File: src/rtl/alarm_pkg.sv
package alarm_pkg;
  localparam int FIELD_CNT = 4;
  localparam int SEC_IDX = 0;
  localparam int MIN_IDX = 1;
  localparam int HOUR_IDX = 2;
  localparam int DATE_IDX = 3;
  localparam int MASK_BIT = 7;

  typedef struct packed {
    logic [FIELD_CNT-1:0] wrEn;
    logic [FIELD_CNT-1:0] cmpEn;
    logic evalNow;
  } ctrlStrobes_t;

  function automatic logic [7:0] fieldMaskOf(input int idx);
    return (idx == SEC_IDX || idx == MIN_IDX) ? 8'h7F : 8'h3F;
  endfunction
endpackage

File: src/rtl/alarm_ctrl.sv
module alarm_ctrl
  import alarm_pkg::*;
#(
  parameter int ADDR_W = 2,
  parameter int DATA_W = 8
) (
  input  logic                 regWe,
  input  logic [ADDR_W-1:0]    regAddr,
  input  logic [DATA_W-1:0]    regWdata,
  input  logic                 secTick,
  input  logic [FIELD_CNT-1:0] maskBits,
  output ctrlStrobes_t         strobes
);
  logic [2:0] hiSec;
  logic [1:0] hiHd;
  logic [3:0] loDig;
  logic secOk;
  logic hourOk;
  logic dateOk;
  logic [FIELD_CNT-1:0] valid;

  assign hiSec = regWdata[6:4];
  assign hiHd = regWdata[5:4];
  assign loDig = regWdata[3:0];

  assign secOk = (hiSec <= 3'd5) && (loDig <= 4'd9);
  assign hourOk = (loDig <= 4'd9) && ((hiHd < 2'd2) || (hiHd == 2'd2 && loDig <= 4'd3));
  assign dateOk = (loDig <= 4'd9) && !(hiHd == 2'd0 && loDig == 4'd0)
                  && !(hiHd == 2'd3 && loDig > 4'd1);

  always_comb begin
    valid = '0;
    valid[SEC_IDX] = secOk;
    valid[MIN_IDX] = secOk;
    valid[HOUR_IDX] = hourOk;
    valid[DATE_IDX] = dateOk;
  end

  generate
    for (genvar i = 0; i < FIELD_CNT; i++) begin : g_wr
      assign strobes.wrEn[i] = regWe && (regAddr == ADDR_W'(i)) && valid[i];
    end
  endgenerate

  always_comb begin
    unique case (maskBits)
      4'b0000: strobes.cmpEn = 4'b1111;
      4'b1000: strobes.cmpEn = 4'b0111;
      4'b1100: strobes.cmpEn = 4'b0011;
      4'b1110: strobes.cmpEn = 4'b0001;
      default: strobes.cmpEn = 4'b0000;
    endcase
  end

  assign strobes.evalNow = secTick;
endmodule

File: src/rtl/alarm_datapath.sv
module alarm_datapath
  import alarm_pkg::*;
#(
  parameter int ADDR_W = 2,
  parameter int DATA_W = 8
) (
  input  logic                              clk,
  input  logic                              rstN,
  input  ctrlStrobes_t                      strobes,
  input  logic [DATA_W-1:0]                 regWdata,
  input  logic [ADDR_W-1:0]                 regAddr,
  input  logic [FIELD_CNT-1:0][DATA_W-1:0]  timeVec,
  output logic [DATA_W-1:0]                 regRdata,
  output logic [FIELD_CNT-1:0]              maskBits,
  output logic                              alarmIrq
);
  logic [FIELD_CNT-1:0][DATA_W-1:0] alarmRegs;
  logic [FIELD_CNT-1:0] matchVec;

  generate
    for (genvar i = 0; i < FIELD_CNT; i++) begin : g_field
      always_ff @(posedge clk) begin
        if (!rstN) alarmRegs[i] <= '0;
        else if (strobes.wrEn[i]) alarmRegs[i] <= regWdata;
      end
      assign maskBits[i] = alarmRegs[i][MASK_BIT];
      assign matchVec[i] = ((alarmRegs[i] & DATA_W'(fieldMaskOf(i))) == timeVec[i]);
    end
  endgenerate

  assign regRdata = alarmRegs[regAddr];

  always_ff @(posedge clk) begin
    if (!rstN) alarmIrq <= 1'b0;
    else alarmIrq <= strobes.evalNow && (&(matchVec | ~strobes.cmpEn));
  end
endmodule

File: src/rtl/alarm_top.sv
module alarm_top
  import alarm_pkg::*;
#(
  parameter int ADDR_W = 2,
  parameter int DATA_W = 8
) (
  input  logic              clk,
  input  logic              rstN,
  input  logic              regWe,
  input  logic [ADDR_W-1:0] regAddr,
  input  logic [DATA_W-1:0] regWdata,
  output logic [DATA_W-1:0] regRdata,
  input  logic              secTick,
  input  logic [6:0]        curSec,
  input  logic [6:0]        curMin,
  input  logic [5:0]        curHour,
  input  logic [5:0]        curDate,
  output logic              alarmIrq
);
  ctrlStrobes_t strobes;
  logic [FIELD_CNT-1:0] maskBits;
  logic [FIELD_CNT-1:0][DATA_W-1:0] timeVec;

  always_comb begin
    timeVec = '0;
    timeVec[SEC_IDX] = DATA_W'(curSec);
    timeVec[MIN_IDX] = DATA_W'(curMin);
    timeVec[HOUR_IDX] = DATA_W'(curHour);
    timeVec[DATE_IDX] = DATA_W'(curDate);
  end

  alarm_ctrl #(.ADDR_W(ADDR_W), .DATA_W(DATA_W)) u_ctrl (
    .regWe(regWe), .regAddr(regAddr), .regWdata(regWdata),
    .secTick(secTick), .maskBits(maskBits), .strobes(strobes)
  );

  alarm_datapath #(.ADDR_W(ADDR_W), .DATA_W(DATA_W)) u_dp (
    .clk(clk), .rstN(rstN), .strobes(strobes), .regWdata(regWdata),
    .regAddr(regAddr), .timeVec(timeVec), .regRdata(regRdata),
    .maskBits(maskBits), .alarmIrq(alarmIrq)
  );
endmodule

File: config.mk
export PLATFORM = sky130hd
export DESIGN_NAME = alarm_top
export DESIGN_NICKNAME = d
export VERILOG_FILES = /design/src/rtl/alarm_pkg.sv /design/src/rtl/alarm_ctrl.sv /design/src/rtl/alarm_datapath.sv /design/src/rtl/alarm_top.sv
export SDC_FILE = /design/constraint.sdc
export NUM_CORES = 1
export LEC_CHECK = 0
export BUFFER_PORTS_ARGS = -buffer_cell sky130_fd_sc_hd__buf_4
export CAP_MARGIN = 20
export CORE_ASPECT_RATIO = 1.4
export CORE_UTILIZATION = 40
export DETAILED_ROUTE_END_ITERATION = 6
export PLACE_DENSITY = 0.64
export SYNTH_ARGS = -nofsm -noshare
export SYNTH_HDL_FRONTEND = slang
export SYNTH_HIERARCHICAL = 1
export SYNTH_SLANG_ARGS = --single-unit
File: constraint.sdc
create_clock -name clk -period 1.7 [get_ports clk]
set_input_delay 0.085 -clock clk [delete_from_list [all_inputs] [get_ports clk]]
set_output_delay 0.085 -clock clk [all_outputs]
set_load 0.01 [all_outputs]
==> run metrics <==
outcome finished clean; mux share of post-synthesis cell area 26.97%; antenna violations before repair 0; fin area 2422 um^2; clock sinks 33; DRC Markers 0; cts repair resizes 0; IO Port Bufs 48; Pwr per Cell Area 710.1 nW/um^2; routed wire length 4.464 mm; Leakage Power 0.9235 nW; main flop type after synthesis dfxtp_1; n_diodes 0; worst hold slack 0.08359 ns; Hold Violations, Final 0; clk_skew 0.003141 ns; PnR worst setup slack 0.1765 ns; Post-CTS Hold Fix Bufs 0; DP Area 2321 um^2; placed cell count 289; crit path time final 1.524 ns; Antenna Nets Post-Route 0; FF-to-FF path depth 4; r2r setup slk 0.18 ns; Final GP Congestion 0.8667; adder-cell area share of the yosys netlist 0%; cells after synthesis 179; CTS buffer count 5; DIE AREA 4954 um^2; Mean Syn Cell Area 10.44 um^2; sequential area share after synthesis 35.34%; vias per cell 4.953; share of layout cells above drive strength 1 31.06%; Synth Warn # 6; Root Buffer clkbuf_8; FMAX 0.6564 GHz; Min-Delay Path Class in2reg; Compound-Gate Fraction of Synth Area 3.681%; Iteration-0 DRC Markers 44; async set-reset flop share out of synthesis 0%; routed length per instance 15.03 um; die width 59.78 um; maximum clock insertion buffer count 2; RSZ-0062 raised after global routing false; GRT Resource Usage Total 19.73%; endpoints failing setup 0; first-pass GRT wire length 7.169 mm; Post-Place Setup Slack 0.1872 ns; number of synthesized flops with an enable pin 0; critical path arrival 1.76 ns; HP Start regWdata[7]; synthesized area 1869 um^2; Worst R2R Start u_dp/alarmRegs[12]; I/O pin count 49; Setup crit start u_dp/alarmRegs[12]; worst ir drop on vdd 0.3631 mV; post-synth cell types 27; largest net degree at the start of global routing 33; largest family of logic cells by synthesized area multiplexers; CP max FO 3; Area Growth Syn to Fin 29.58%; row count 29; post-synthesis simple-gate area fraction 17.54%; end of the worst hold path u_dp/maskBits[1]; die height 82.89 um; setup tns final 0 ns; core area 4499 um^2; xor/xnor cell area share of the yosys netlist 12.18%; count of cells along the worst hold path 3; DP HPWL 3.408 mm; CP Capture Type flip-flop; final std cells w/o fill 297; crit share post-route 89.62%; post-CTS setup buffer count 0; startpoint class of the critical path flip-flop; vias 1,471; vias in the first global route 1,503; clock transition at the registers of the reported paths 0.07 ns; Synth Register Bits 33; max-cap viol count 0; Final Max Tran Viols 0; Crit path required time 1.94 ns; DR pass1 iterations 4; CTS tree done; CTS H-tree lvls 2; Worst R2R End u_dp/alarmIrq; clk_lat worst skew 0.29 ns; gr ovfl total 0; Final #Nets 274; Worst Setup Path Type reg2reg; Starting Density 41.55%
-- state kept, by name, summed over array words and instances, names as in the netlist --
register        count
u_dp/alarmIrq       1
u_dp/alarmRegs     28
u_dp/maskBits       4
-- per-stage QoR --
step | total power (W) | util, %
2_1_floorplan | 0.0009523 | -
3_3_place_gp | 0.001084 | 51.59
3_5_place_dp | 0.001084 | 51.59
4_1_cts | 0.001744 | 53.84
5_1_grt | 0.001794 | 53.84
6_report | 0.001720 | 53.84
-- cells in the final DEF, fill, tap and decap left out, drive strengths merged --
| cell | count |
|---|---|
| clkinv | 1 |
| o21ai | 2 |
| o41ai | 3 |
| nand2 | 1 |
| buf | 57 |
| nand3 | 2 |
| o311ai | 1 |
| mux4 | 8 |
| inv | 1 |
| nor4 | 1 |
| clkbuf | 7 |
| nor3 | 5 |
| o32ai | 1 |
| nand4 | 4 |
| and4 | 1 |
| or4 | 2 |
| conb | 6 |
| nor2b | 34 |
| dfxtp | 33 |
| xnor2 | 14 |
| o31a | 1 |
| nor2 | 4 |
| mux2i | 32 |
| or3 | 1 |
| xor2 | 12 |
| a21oi | 1 |
-- layout make-up --
class	count	area, um^2
inverters	1	3.754
flip-flops and latches	33	660.6
clock inverters	1	5.005
repair buffers	57	427.9
fillers	459	2077
clock buffers	7	96.34
multi-input cells	136	1151
well taps	62	77.57
-- worst max path at each step --
| stage | cells past startpoint | to | slack (ns) |
|---|---|---|---|
| 6_report | 4 | u_dp/alarmIrq | 0.18 |
| 5_1_grt | 4 | u_dp/alarmIrq | 0.11 |
| 4_1_cts | 4 | u_dp/alarmIrq | 0.18 |
| 3_5_place_dp | 4 | u_dp/alarmIrq | 0.19 |
| 3_3_place_gp | 4 | u_dp/alarmIrq | 0.21 |
| 2_1_floorplan | 4 | u_dp/alarmIrq | 0.27 |
-- logic make-up (layout without fill, tap and decap cells) --
kind of cell / count (synthesis) / after routing
muxes: 40 / 40
DFF: 33 / 33
buffers and inverters: 15 / 66
other: 1 / 6
AOI/OAI and AO/OA: 9 / 9
xor gates and xnor gates: 26 / 26
and+or+nand+nor: 55 / 55
-- Yosys cell counts, types with 2 or more instances --
cell,instances,area share [%]
or4_1,2,0.80
mux4_2,7,8.4
dfxtp_1,33,35
o21ai_0,2,0.54
mux2i_1,32,17
nor3_1,5,1.3
xnor2_1,14,6.6
nand3_1,2,0.54
nor2b_1,34,11
o41ai_1,3,1.4
nor2_1,4,0.80
nand4_1,4,1.3
buf_4,5,2.0
clkbuf_1,8,1.6
xor2_1,12,5.6
-- critical path: stages (launching register included) --
cell and delay (ns):
dfxtp_1 0.33, xor2_1 0.17, or4_1 0.50, o32ai_1 0.26, and4_1 0.20
-- power by group --
part / internal (W) / switching [W] / leakage, nW
Clock: 0.000366 / 0.000289 / 0.0542
Sequential: 0.000789 / 0.0000156 / 0.267
Combinational: 0.000150 / 0.000111 / 0.602
-- routing by layer --
layer / part of all wire [%] / up-vias / GRT usage (%)
li1: - / 733 / -
met1: 44 / 701 / 24.18
met2: 51 / 32 / 32.63
met3: 3.2 / 5 / 3.738
met4: 1.9 / 0 / 8.457
met5: 0 / - / 0
Note: power is estimated with default switching activity, not from simulation.
